===== config.mk =====
export PLATFORM = sky130hd
export DESIGN_NAME = tgt_decoder
export DESIGN_NICKNAME = d
export VERILOG_FILES = /design/src/rtl/tgt_dec_pkg.sv /design/src/rtl/tgt_rule_table.sv /design/src/rtl/tgt_rule_match.sv /design/src/rtl/tgt_mod3_tree.sv /design/src/rtl/tgt_decoder.sv
export SDC_FILE = /design/constraint.sdc
export NUM_CORES = 1
export LEC_CHECK = 0
export BUFFER_PORTS_ARGS = -buffer_cell sky130_fd_sc_hd__buf_4
export CAP_MARGIN = 20
export CELL_PAD_IN_SITES_DETAIL_PLACEMENT = 1
export CELL_PAD_IN_SITES_GLOBAL_PLACEMENT = 1
export CORE_AREA = 2 2 234 236
export DETAILED_ROUTE_END_ITERATION = 10
export DIE_AREA = 0 0 236 238
export PLACE_DENSITY = 0.86
export SKIP_CTS_REPAIR_TIMING = 1
export SLEW_MARGIN = 20
export SYNTH_ARGS = -nofsm -noshare
export SYNTH_HDL_FRONTEND = slang
export SYNTH_SLANG_ARGS = --single-unit

===== constraint.sdc =====
create_clock -name clk -period 12.9 [get_ports clk]
set_input_delay 2.58 -clock clk [delete_from_list [all_inputs] [get_ports clk]]
set_output_delay 2.58 -clock clk [all_outputs]
set_load 0.01 [all_outputs]

===== src/rtl/tgt_dec_pkg.sv =====
package tgt_dec_pkg;

    localparam int WAYS    = 8;
    localparam int FIELD_W = 4;
    localparam int LIST_W  = WAYS * FIELD_W;
    localparam int WAY_W   = $clog2(WAYS);
    localparam int LIMIT_W = 16;
    localparam int CFG_DW  = 32;
    localparam int CHANS   = 3;
    localparam int CODE_W  = 3;

    typedef enum logic [1:0] {
        MODE_LOW  = 2'd0,
        MODE_HASH = 2'd1,
        MODE_MOD3 = 2'd2,
        MODE_BAD  = 2'd3
    } way_mode_e;

    typedef struct packed {
        logic               en;
        way_mode_e          mode;
        logic [LIMIT_W-1:0] lim;
    } rule_ctrl_t;

    typedef struct packed {
        logic       ok;
        logic       node;
        logic [1:0] lch;
        logic [1:0] pch;
        logic [3:0] degree;
    } dec_res_t;

    // Sum of two residues modulo 3.
    function automatic logic [1:0] add_mod3(input logic [1:0] a, input logic [1:0] b);
        logic [2:0] s;
        s = {1'b0, a} + {1'b0, b};
        if (s >= 3'd3) s = s - 3'd3;
        return s[1:0];
    endfunction

    // A 2-bit chunk reduced modulo 3.
    function automatic logic [1:0] fold_mod3(input logic [1:0] x);
        return (x == 2'd3) ? 2'd0 : x;
    endfunction

    function automatic logic [3:0] count_distinct(input logic [LIST_W-1:0] l);
        logic [3:0] n;
        logic       dup;
        n = '0;
        for (int i = 0; i < WAYS; i++) begin
            dup = 1'b0;
            for (int j = 0; j < i; j++) begin
                if (l[FIELD_W*i +: FIELD_W] == l[FIELD_W*j +: FIELD_W]) dup = 1'b1;
            end
            if (!dup) n = n + 4'd1;
        end
        return n;
    endfunction

    function automatic logic [1:0] phys_channel(input logic [CODE_W-1:0] code,
                                                input logic [1:0] lch,
                                                input logic is_wr,
                                                input logic par,
                                                input logic lock);
        logic [1:0] p;
        p = lch;
        if (!lock) begin
            case (code)
                3'd1:    p = 2'd0;
                3'd2:    p = 2'd1;
                3'd4:    p = 2'd2;
                3'd5:    p = 2'd0;
                3'd6:    p = 2'd1;
                3'd3:    p = is_wr ? lch : {1'b0, par};
                default: p = lch;
            endcase
        end
        return p;
    endfunction

endpackage


===== src/rtl/tgt_rule_table.sv =====
module tgt_rule_table
    import tgt_dec_pkg::*;
#(
    parameter int RULES  = 8,
    parameter int CFG_AW = $clog2(2*RULES+1)
) (
    input  logic                  clk,
    input  logic                  rst,
    input  logic                  we,
    input  logic [CFG_AW-1:0]     idx,
    input  logic [CFG_DW-1:0]     data,
    output rule_ctrl_t            ctrl [RULES],
    output logic [LIST_W-1:0]     list [RULES],
    output logic [CODE_W-1:0]     map_code [CHANS],
    output logic                  lockstep
);

    localparam int GLOBAL_IDX = 2 * RULES;

    for (genvar i = 0; i < RULES; i++) begin : g_rule
        always_ff @(posedge clk) begin
            if (rst) begin
                ctrl[i] <= '0;
                list[i] <= '0;
            end else if (we) begin
                if (idx == CFG_AW'(2*i)) begin
                    ctrl[i].en   <= data[0];
                    ctrl[i].mode <= way_mode_e'(data[2:1]);
                    ctrl[i].lim  <= data[CFG_DW-1 -: LIMIT_W];
                end
                if (idx == CFG_AW'(2*i+1)) list[i] <= data[LIST_W-1:0];
            end
        end
    end

    for (genvar c = 0; c < CHANS; c++) begin : g_map
        always_ff @(posedge clk) begin
            if (rst)                                    map_code[c] <= '0;
            else if (we && idx == CFG_AW'(GLOBAL_IDX))  map_code[c] <= data[CODE_W*c +: CODE_W];
        end
    end

    always_ff @(posedge clk) begin
        if (rst)                                    lockstep <= 1'b0;
        else if (we && idx == CFG_AW'(GLOBAL_IDX))  lockstep <= data[CODE_W*CHANS];
    end

endmodule


===== src/rtl/tgt_rule_match.sv =====
module tgt_rule_match
    import tgt_dec_pkg::*;
#(
    parameter int RULES = 8,
    parameter int IDX_W = (RULES > 1) ? $clog2(RULES) : 1
) (
    input  logic [LIMIT_W-1:0] addr_hi,
    input  rule_ctrl_t         ctrl [RULES],
    output logic               hit,
    output logic [IDX_W-1:0]   hit_idx
);

    logic [RULES-1:0] hv;

    for (genvar i = 0; i < RULES; i++) begin : g_cmp
        logic [LIMIT_W-1:0] base;
        if (i == 0) begin : g_first
            assign base = '0;
        end else begin : g_next
            assign base = ctrl[i-1].lim;
        end
        assign hv[i] = ctrl[i].en && (addr_hi >= base) && (addr_hi < ctrl[i].lim);
    end

    always_comb begin
        hit     = 1'b0;
        hit_idx = '0;
        for (int i = RULES - 1; i >= 0; i--) begin
            if (hv[i]) begin
                hit     = 1'b1;
                hit_idx = IDX_W'(i);
            end
        end
    end

endmodule


===== src/rtl/tgt_mod3_tree.sv =====
module tgt_mod3_tree
    import tgt_dec_pkg::*;
#(
    parameter int IN_W = 34
) (
    input  logic [IN_W-1:0] val,
    output logic [1:0]      res
);

    localparam int NCH   = (IN_W + 1) / 2;
    localparam int LVLS  = (NCH > 1) ? $clog2(NCH) : 0;
    localparam int NLEAF = 1 << LVLS;

    logic [2*NCH-1:0] padded;
    assign padded = (2*NCH)'(val);

    for (genvar l = 0; l <= LVLS; l++) begin : g_lvl
        localparam int N = NLEAF >> l;
        logic [1:0] r [N];
        for (genvar j = 0; j < N; j++) begin : g_node
            if (l == 0) begin : g_leaf
                if (j < NCH) begin : g_real
                    assign r[j] = fold_mod3(padded[2*j +: 2]);
                end else begin : g_pad
                    assign r[j] = 2'd0;
                end
            end else begin : g_sum
                assign r[j] = add_mod3(g_lvl[l-1].r[2*j], g_lvl[l-1].r[2*j+1]);
            end
        end
    end

    assign res = g_lvl[LVLS].r[0];

endmodule


===== src/rtl/tgt_decoder.sv =====
module tgt_decoder
    import tgt_dec_pkg::*;
#(
    parameter int RULES    = 8,
    parameter int GRAN_LSB = 24,
    parameter int ADDR_W   = LIMIT_W + GRAN_LSB,
    parameter int CFG_AW   = $clog2(2*RULES+1)
) (
    input  logic              clk,
    input  logic              rst,
    input  logic              cfg_we,
    input  logic [CFG_AW-1:0] cfg_idx,
    input  logic [CFG_DW-1:0] cfg_data,
    input  logic              req_valid,
    input  logic [ADDR_W-1:0] req_addr,
    input  logic              req_write,
    output logic              out_resp,
    output logic              out_valid,
    output logic              out_node,
    output logic [1:0]        out_lchan,
    output logic [1:0]        out_pchan,
    output logic [3:0]        out_degree
);

    localparam int IDX_W   = (RULES > 1) ? $clog2(RULES) : 1;
    localparam int LINE_LSB = 6;
    localparam int MOD_W   = ADDR_W - LINE_LSB;

    rule_ctrl_t           rule_ctrl [RULES];
    logic [LIST_W-1:0]    rule_list [RULES];
    logic [CODE_W-1:0]    map_code  [CHANS];
    logic                 lockstep_q;

    tgt_rule_table #(.RULES(RULES), .CFG_AW(CFG_AW)) u_table (
        .clk      (clk),
        .rst      (rst),
        .we       (cfg_we),
        .idx      (cfg_idx),
        .data     (cfg_data),
        .ctrl     (rule_ctrl),
        .list     (rule_list),
        .map_code (map_code),
        .lockstep (lockstep_q)
    );

    logic             hit;
    logic [IDX_W-1:0] hit_idx;

    tgt_rule_match #(.RULES(RULES), .IDX_W(IDX_W)) u_match (
        .addr_hi (req_addr[ADDR_W-1 -: LIMIT_W]),
        .ctrl    (rule_ctrl),
        .hit     (hit),
        .hit_idx (hit_idx)
    );

    logic [1:0] line_res;

    tgt_mod3_tree #(.IN_W(MOD_W)) u_mod3 (
        .val (req_addr[ADDR_W-1:LINE_LSB]),
        .res (line_res)
    );

    rule_ctrl_t          sel_ctrl;
    logic [LIST_W-1:0]   sel_list;
    logic [WAY_W-1:0]    way;
    logic [4:0]          shamt;
    logic [FIELD_W-1:0]  field;
    logic [1:0]          node_code;
    logic [1:0]          lch;
    logic [CODE_W-1:0]   code;
    logic                mirror_par;
    dec_res_t            res_d;
    dec_res_t            res_q;
    logic                resp_q;
    logic                addr_unused;

    assign addr_unused = ^req_addr;

    assign sel_ctrl = rule_ctrl[hit_idx];
    assign sel_list = rule_list[hit_idx];

    always_comb begin
        case (sel_ctrl.mode)
            MODE_LOW:  way = req_addr[8:6];
            MODE_HASH: way = req_addr[8:6] ^ req_addr[18:16];
            MODE_MOD3: way = {req_addr[6], line_res};
            default:   way = '0;
        endcase
    end

    assign shamt      = {way, 2'b00};
    assign field      = sel_list[shamt +: FIELD_W];
    assign node_code  = field[1:0];
    assign lch        = field[3:2];
    assign code       = (lch == 2'd3) ? '0 : map_code[lch];
    assign mirror_par = req_addr[24] ^ req_addr[12] ^ req_addr[6];

    always_comb begin
        res_d        = '0;
        res_d.ok     = hit && (sel_ctrl.mode != MODE_BAD) &&
                       (node_code == 2'd1 || node_code == 2'd2) && (lch != 2'd3);
        if (res_d.ok) begin
            res_d.node   = (node_code == 2'd2);
            res_d.lch    = lch;
            res_d.pch    = phys_channel(code, lch, req_write, mirror_par, lockstep_q);
            res_d.degree = count_distinct(sel_list);
        end
    end

    always_ff @(posedge clk) begin
        if (rst) begin
            resp_q <= 1'b0;
            res_q  <= '0;
        end else begin
            resp_q <= req_valid;
            res_q  <= req_valid ? res_d : '0;
        end
    end

    assign out_resp   = resp_q;
    assign out_valid  = res_q.ok;
    assign out_node   = res_q.node;
    assign out_lchan  = res_q.lch;
    assign out_pchan  = res_q.pch;
    assign out_degree = res_q.degree;

endmodule


==> impl_metrics.tcl, run 1 <==
set metrics [dict create \
    critPathBufInv 8 \
    final_cell_mix "nand2_1 (903), a21oi_1 (505), dfxtp_1 (429)" \
    rsz0062_at_grt "false" \
    maxSlewViolCount 0 \
    r2r-start "u_table.ctrl[33]" \
    path_clk_slew_ns 0.06 \
    final.period_utilization_pct 95.3 \
    r2r_cells 27 \
    yosysTopAreaCellShare_pct 34.5 \
    worst_slack_ns 0.608 \
    clk_latency_ns 0.61 \
    setup_viol 0 \
    crit_path_max_fanout 13 \
    grt_pass1_wl_um 139000 \
    cts_made_buffers 47 \
    max_stage_delay_ns 0.53 \
    hold_viol_final 0 \
    syn_area_per_cell_um2 7.79 \
    die_h_um 238 \
    core_um2 53500 \
    r2r_end "out_degree[2]" \
    postPlaceCellArea_um2 26000 \
    die_area_um2 56200 \
    fin_worst_skew_ns 0.0114 \
    synth.distinct_cells 112 \
    cap_violations 0 \
    worstPathRequired_ns 13.45 \
    slew_headroom_pct 24.7 \
    clock_sinks 429 \
    ys.flop_type "dfxtp_1" \
    ys_ff_latch 429 \
    first_global_vias 25500 \
    final_antenna_net_count 0 \
    dp_slack_ns 0.0424 \
    synth_area_leaders "dfxtp_1 (34%), nand2_1 (14%), a21oi_1 (10%), ha_1 (8.3%), mux2i_1 (3.5%)" \
    grt_max_degree 159 \
    cts_tree "built" \
    fmaxAchievable_ghz 0.0814 \
    yosys.area.top_type "dfxtp_1" \
    drt_iter0_markers 1651 \
    worstSetupPathType "input port to flop" \
    ys_seq_area_share_pct 34.5 \
    worst_path_max_delay_cell "fa_1" \
    netlist_instances 3200 \
    cts.path.max_buffers 3 \
    outcome "finished, final reports clean" \
    rrSetupSlack_ns 4.81 \
    synthArstFlopShare_pct 0 \
    wl_per_cell_um 23.1 \
    layout-drive-gt1-share_pct 10.1 \
    drt-total-wl_um 90400 \
    holdPathStages 2 \
    cpMostUsedCell "ha_1" \
    grt_usage_pct 31.4 \
    post-route-drc-count 0 \
    critPathTopFamily "adder cells" \
    io_pins 93 \
    grt_overflow 0 \
    design_area_um2 27700 \
    vias 23800 \
    critPathArrivalTime_ns 12.84 \
    holdPathEnd "u_table.list[45]" \
    drtPass1Iterations 7 \
    final.min_clock_period_ns 12.29 \
    hold_path.class "flop to flop" \
    antenna_found_initial 2 \
    io_buffers 86 \
    synth-edff-count 0 \
    rows 85 \
    synth_nets 3464 \
    finalNetCount 3435 \
    vias_per_cell 6.10 \
    htreeDepth 2 \
    cp-end-kind "flop" \
    synth_warnings 0 \
    gp_routability_congestion 0.896 \
    initial_core_util_pct 46.6 \
    p_leak_nw 9.83 \
    die_width_um 236 \
    area_delta_synth_final_pct 11.2 \
    startpoint_type "input port" \
    p_total_mw 4.50 \
    cts_root_buf "clkbuf_16" \
    hold_start "u_table.list[45]" \
    cp-startpoint "req_addr[32]" \
    place_hpwl_um 57500 \
    setup_tns_ns 0 \
    peakVddDrop_v 0.000476 \
    max_slew.worst_pin.slew_ns 1.13 \
    cellPowerDensity_nw_per_um2 162 \
    syn_area_um2 24900 \
    mostFrequentLayoutCell "nand2_1" \
]
## cells in the mapped netlist (7+ instances only)
cell / n
fa_1: 17
a21o_1: 10
and3_1: 12
dfxtp_1: 429
buf_2: 19
a21oi_1: 505
and4_1: 7
buf_4: 7
nand4_1: 19
clkbuf_2: 7
nor3_1: 38
a221oi_4: 10
nand2_1: 903
nor2_1: 64
o21a_1: 23
nor2b_1: 47
and2_1: 13
ha_1: 165
inv_1: 156
mux2_1: 13
a31oi_1: 11
nand3_1: 31
o21ai_0: 41
xnor2_1: 51
a211oi_1: 24
or3_1: 16
mux2_2: 38
mux2i_1: 86
o22ai_1: 16
nand2b_1: 11
nor4_1: 19
o211ai_1: 24
xor2_1: 45
clkbuf_1: 173
## cell type report
type | count | area [um2]
clock buffer | 67 | 1350
tap | 696 | 871
multi-input combinational | 2400 | 14900
clock inverter | 19 | 347
timing repair buffer | 136 | 1070
fill | 6479 | 25800
inverter | 157 | 589
sequential | 429 | 8590
antenna | 2 | 5.00
## through the flow
stage | hold WS (ns) | cells | util (%)
after floorplan | 0.432 | 3200 | -
after global placement | 0.437 | 3817 | 48.6
after detailed placement | 0.446 | 3818 | 48.6
after CTS | 0.455 | 3904 | 51.8
after global routing | 0.471 | 3906 | 51.8
final | 0.455 | 3906 | 51.8
## registers in the layout, indices dropped and copies added, names as in the netlist
signal            flops
out_valid             1
out_degree            4
u_table.lockstep      1
u_table.list        256
u_table.map_code      9
u_table.ctrl        152
out_resp              1
out_lchan             2
out_pchan             2
out_node              1
## worst max path at each step
stage	cells after the start	to	slack, ns
final	46	out_pchan[0]	0.61
after global routing	46	out_pchan[0]	0.12
after CTS	46	out_pchan[0]	0.57
after detailed placement	46	out_pchan[0]	0.04
after global placement	46	out_pchan[0]	0.35
after floorplan	45	out_degree[3]	1.32
## layer usage
| layer | up-vias | track usage [%] | share of wire, % |
|---|---|---|---|
| li1 | 10800 | - | - |
| met1 | 11900 | 37.2 | 40 |
| met2 | 881 | 55.6 | 48 |
| met3 | 268 | 4.66 | 6.9 |
| met4 | 0 | 15.6 | 4.5 |
| met5 | - | 0 | 0 |
## worst min-delay path, delay by kind of cell (launching register included)
family	cells	cell delay [ns]
simple gates	1	0.05
flops	1	0.31
compound gates	1	0.05
## kinds of logic (layout without fill, tap and decap cells)
logic type	after synthesis	count (layout)	share of synthesized area [%]
AOI/OAI and AO/OA	764	764	19.3
xor gates and xnor gates	99	99	3.66
and+or+nand+nor	1214	1214	20.9
buffers and inverters	371	379	5.98
other	0	2	0
DFF	429	429	34.5
adders and majority gates	182	182	9.65
muxes	141	141	6.02
## power breakdown
group / switching (mW) / internal (mW)
Sequential: 0.00526 / 1.33
Combinational: 0.960 / 0.699
Clock: 0.593 / 0.911
Total: 1.56 / 2.94
Note: power is estimated with default switching activity, not from simulation.
==> run 2, diff against run 1 <==
--- a/config.mk
+++ b/config.mk
@@ -12,7 +12,7 @@
 export CORE_AREA = 2 2 234 236
 export DETAILED_ROUTE_END_ITERATION = 10
 export DIE_AREA = 0 0 236 238
-export PLACE_DENSITY = 0.86
+export PLACE_DENSITY_LB_ADDON = 0.1
 export SKIP_CTS_REPAIR_TIMING = 1
 export SLEW_MARGIN = 20
 export SYNTH_ARGS = -nofsm -noshare
==> impl_metrics.tcl, run 2 (synthesis results as in run 1) <==
set metrics [dict create \
    vias 23400 \
    cts_root_buf "clkbuf_16" \
    largestRegisters "u_table.list x256, u_table.ctrl x152, u_table.map_code x9" \
    peakVddDrop_v 0.000387 \
    top_register "u_table.list" \
    area_delta_synth_final_pct 11.9 \
    drt_iter0_markers 1685 \
    final_cell_mix "nand2_1 (903), a21oi_1 (505), dfxtp_1 (429)" \
    cts.path.max_buffers 3 \
    io_pins 93 \
    outcome "finished, final reports clean" \
    largest_reg_flops 256 \
    post-route-drc-count 0 \
    worstPathRequired_ns 13.45 \
    clock_sinks 429 \
    antenna_found_initial 6 \
    rows 85 \
    drtPass1Iterations 5 \
    die_h_um 238 \
    fillers 6487 \
    io_buffers 86 \
    slew_headroom_pct 25.3 \
    cp-end-kind "flop" \
    maxSlewViolCount 0 \
    worstSetupPathType "input port to flop" \
    grt_overflow 0 \
    setup_viol 0 \
    cpMostUsedCell "ha_1" \
    final_core_util_pct 52.1 \
    place_hpwl_um 58500 \
    dp_slack_ns 0.103 \
    worst_path_max_delay_cell "fa_1" \
    final_antenna_net_count 0 \
    crit_path_max_fanout 10 \
    htreeDepth 2 \
    hold_path.class "flop to flop" \
    first_global_vias 24600 \
    drt-total-wl_um 90900 \
    die_width_um 236 \
    startpoint_type "input port" \
    hold_viol_final 0 \
    critPathTopFamily "adder cells" \
    grt_pass1_wl_um 140000 \
    rsz0062_at_grt "false" \
    layout-drive-gt1-share_pct 10.8 \
    seqCellArea_um2 8590 \
    cellPowerDensity_nw_per_um2 161 \
    multi_input_area_um2 14900 \
    cap_violations 0 \
    core_um2 53500 \
    die_area_um2 56200 \
    critPathBufInv 10 \
    fmaxAchievable_ghz 0.0822 \
    cts_made_buffers 50 \
    p_leak_nw 9.97 \
    r2r_cells 27 \
    cts_tree "built" \
    path_clk_slew_ns 0.06 \
    worst_slack_ns 0.740 \
    gp_routability_congestion 0.908 \
    cp.depth 47 \
    grt_max_degree 145 \
    final.period_utilization_pct 94.3 \
    initial_core_util_pct 46.6 \
    fin_worst_skew_ns 0.0262 \
    critPathArrivalTime_ns 12.71 \
    finalNetCount 3455 \
    grt_usage_pct 32.1 \
    wl_per_cell_um 23.1 \
    vias_per_cell 5.97 \
    clk_latency_ns 0.63 \
    max_stage_delay_ns 0.50 \
    mostFrequentLayoutCell "nand2_1" \
    max_slew.worst_pin.slew_ns 1.12 \
    setup_tns_ns 0 \
    holdPathStages 2 \
    final.min_clock_period_ns 12.16 \
]
==> run 2: per-layer routing <==
metal / GRT usage, % / vias to the layer above / share of wire, %
li1: - / 10800 / -
met1: 41.4 / 11800 / 43
met2: 54.8 / 678 / 47
met3: 4.95 / 176 / 6.9
met4: 11.0 / 0 / 2.7
met5: 0 / - / 0
==> run 2: stage by stage <==
step / instance area [um2] / hold WS (ns) / total power, mW / cells
finish: 27900 / 0.454 / 4.50 / 3929
detailed placement: 26100 / 0.445 / 3.02 / 3835
global route: 27900 / 0.468 / 4.81 / 3929
floorplan: 24900 / 0.432 / 2.47 / 3200
CTS: 27900 / 0.453 / 4.55 / 3928
global placement: 26100 / 0.437 / 2.96 / 3835
==> run 2: power breakdown <==
group | leakage (nW) | total, mW | internal, mW | switching, mW
logic | 5.63 | 1.65 | 0.687 | 0.960
clock network | 0.873 | 1.52 | 0.900 | 0.617
registers | 3.46 | 1.34 | 1.33 | 0.00501
total | 9.97 | 4.50 | 2.92 | 1.58
==> run 2: layout make-up <==
type,instances,share of cell area (%)
inverters,157,2.11
clock buffers,76,5.48
flip-flops and latches,429,30.8
well taps,696,3.12
clock inverters,17,0.830
repair buffers,153,4.19
diodes,1,0.00897
multi-input cells,2400,53.5
==> run 2: worst min-delay path, delay by kind of cell, from the launching register on <==
| family | cells | cell delay [ns] |
|---|---|---|
| AND/OR/NAND/NOR | 1 | 0.05 |
| AO/OA/AOI/OAI | 1 | 0.05 |
| flip-flops | 1 | 0.30 |
==> run 2: path summary, 6_finish.rpt <==
path                          from          endpoint  slack (ns)
hold / removal    u_table.list[73]  u_table.list[73]        0.45
setup reg to reg  u_table.ctrl[33]     out_degree[2]        4.51
hold reg to reg   u_table.list[73]  u_table.list[73]        0.45
setup / recovery      req_addr[32]      out_pchan[0]        0.74
==> run 3, diff against run 2 <==
--- a/config.mk
+++ b/config.mk
@@ -5,13 +5,14 @@
 export SDC_FILE = /design/constraint.sdc
 export NUM_CORES = 1
 export LEC_CHECK = 0
+export ABC_AREA = 1
 export BUFFER_PORTS_ARGS = -buffer_cell sky130_fd_sc_hd__buf_4
 export CAP_MARGIN = 20
 export CELL_PAD_IN_SITES_DETAIL_PLACEMENT = 1
 export CELL_PAD_IN_SITES_GLOBAL_PLACEMENT = 1
-export CORE_AREA = 2 2 234 236
+export CORE_AREA = 2 2 238 240
 export DETAILED_ROUTE_END_ITERATION = 10
-export DIE_AREA = 0 0 236 238
+export DIE_AREA = 0 0 240 242
 export PLACE_DENSITY_LB_ADDON = 0.1
 export SKIP_CTS_REPAIR_TIMING = 1
 export SLEW_MARGIN = 20
==> impl_metrics.tcl, run 3 <==
set metrics [dict create \
    cellPowerDensity_nw_per_um2 226 \
    p_leak_nw 12.0 \
    outcome "finished, final reports clean" \
    cp-end-kind "flop" \
    mostFrequentLayoutCell "nand2_1" \
    final.min_clock_period_ns 12.08 \
    synthMostInstantiatedCell "nand2_1" \
    die_h_um 242 \
    io_pins 93 \
    largestRegisters "u_table.list x256, u_table.ctrl x152, u_table.map_code x9" \
    synthTopCellsByCount "nand2_1 (743), a21oi_1 (452), inv_1 (432)" \
    r2r_end "out_degree[1]" \
    hold_viol_final 0 \
    first_global_vias 26000 \
    ys.flop_type "dfxtp_1" \
    rrSetupSlack_ns 5.25 \
    syn_area_um2 25300 \
    post-route-drc-count 0 \
    setup_tns_ns 0 \
    yosys.area.top_type "dfxtp_1" \
    cts_root_buf "clkbuf_16" \
    worstPathRequired_ns 13.41 \
    startpoint_type "input port" \
    cpMostUsedCell "ha_1" \
    setup_viol 0 \
    fin_worst_skew_ns 0.0391 \
    syn_area_per_cell_um2 6.83 \
    max_stage_delay_ns 0.53 \
    final_cell_mix "nand2_1 (736), a21oi_1 (452), inv_1 (432)" \
    hold_path.class "flop to flop" \
    top_layer "met5" \
    initial_core_util_pct 45.4 \
    cts.path.max_buffers 3 \
    grt_overflow 0 \
    synth_nets 3973 \
    htreeDepth 2 \
    io_buffers 86 \
    critPathArrivalTime_ns 12.59 \
    netlist_instances 3709 \
    final_antenna_net_count 0 \
    clk_latency_ns 0.63 \
    drtPass1Iterations 5 \
    drt_iter0_markers 1782 \
    synthArstFlopShare_pct 0 \
    yosysTopAreaCellShare_pct 33.9 \
    gp_routability_congestion 0.899 \
    cts_made_buffers 50 \
    die_width_um 240 \
    slew_headroom_pct 32.5 \
    worstSetupPathType "input port to flop" \
    r2r_cells 35 \
    rows 87 \
    path_clk_slew_ns 0.06 \
    clock_sinks 429 \
    holdPathEnd "u_table.list[125]" \
    vias 25500 \
    maxSlewViolCount 0 \
    finalNetCount 3934 \
    ys_seq_area_share_pct 33.9 \
    grt_pass1_wl_um 145000 \
    synth_warnings 0 \
    place_hpwl_um 61600 \
    holdPathStages 2 \
    antenna_found_initial 3 \
    layout-drive-gt1-share_pct 8.04 \
    fmaxAchievable_ghz 0.0828 \
    synth_area_leaders "dfxtp_1 (34%), nand2_1 (11%), a21oi_1 (8.9%), o21ai_0 (8.2%), ha_1 (8.2%)" \
    critPathTopFamily "adder cells" \
    cts_tree "built" \
    cap_violations 0 \
    largest_reg_flops 256 \
    area_delta_synth_final_pct 10.4 \
    met1_length_um 42100 \
    peakVddDrop_v 0.00106 \
    drt-total-wl_um 93000 \
    critPathBufInv 8 \
    grt_max_degree 155 \
    grt_usage_pct 31.7 \
    hold_start "u_table.list[125]" \
    max_slew.worst_pin.slew_ns 1.01 \
    synth.distinct_cells 50 \
    final.period_utilization_pct 93.6 \
    r2r-start "u_table.ctrl[34]" \
    holdWs_ns 0.449 \
    crit_path_max_fanout 15 \
    core_um2 55700 \
    dr_wl_met3_um 5010 \
    rsz0062_at_grt "false" \
    worst_path_max_delay_cell "fa_1" \
    die_area_um2 58100 \
    top_register "u_table.list" \
    ys_ff_latch 429 \
    wl_per_cell_um 20.8 \
    wl_met2_um 43900 \
    synth-edff-count 0 \
    vias_per_cell 5.71 \
]
-- run 3: area by class of cell --
type | instances | area [um2]
clock inverter | 10 | 145
timing repair buffer | 124 | 956
antenna | 1 | 2.50
tap | 756 | 946
fill | 7266 | 27800
sequential | 429 | 8590
inverter | 455 | 1720
multi-input combinational | 2610 | 14100
clock buffer | 79 | 1530
-- run 3: routing by layer --
layer | global-route usage (%) | up-vias
li1 | - | 12000
met1 | 43.1 | 12700
met2 | 53.2 | 629
met3 | 3.77 | 139
met4 | 7.96 | 2
met5 | 0 | -
-- run 3: worst max path at each step --
| stage | end | cells after the start | slack (ns) | startpoint |
|---|---|---|---|---|
| floorplan | out_pchan[1] | 47 | 2.06 | req_addr[36] |
| global placement | out_pchan[1] | 46 | 0.69 | req_addr[36] |
| detailed placement | out_pchan[1] | 49 | 0.37 | req_addr[24] |
| CTS | out_degree[1] | 46 | 0.96 | req_addr[24] |
| global route | out_degree[1] | 48 | 0.17 | req_addr[24] |
| finish | out_degree[1] | 44 | 0.82 | req_addr[33] |
-- run 3: cells by family after synthesis --
kind of cell / synth area share (%)
flops: 33.9
buf+inv: 10.7
mux: 0.356
simple gates: 23.8
xor+xnor: 2.42
fa+ha+maj: 9.49
compound gates: 19.4
-- run 3: metrics by stage --
stage | std cells | util [%] | power [mW] | cell area (um2) | worst slack [ns]
global route | 4463 | 50.2 | 6.83 | 28000 | 0.174
detailed placement | 4374 | 47.2 | 4.88 | 26300 | 0.370
floorplan | 3709 | - | 4.18 | 25300 | 2.06
CTS | 4463 | 50.2 | 6.38 | 28000 | 0.957
global placement | 4374 | 47.2 | 4.64 | 26300 | 0.691
finish | 4464 | 50.2 | 6.33 | 28000 | 0.821
-- run 3: report_power, final --
part	leakage, nW	internal (mW)	switching [mW]
clock	0.813	0.836	0.619
sequential	3.46	1.34	0.00528
combinational	7.73	1.33	2.19
-- run 3: worst register-to-register path, delay by kind of cell, from the launching register on --
kind            cells  cell delay [ns]
simple gates       20             3.24
fa+ha+maj           5             1.68
compound gates      6             1.40
buf+inv             3             0.66
flops               1             0.31
xor+xnor            1             0.18
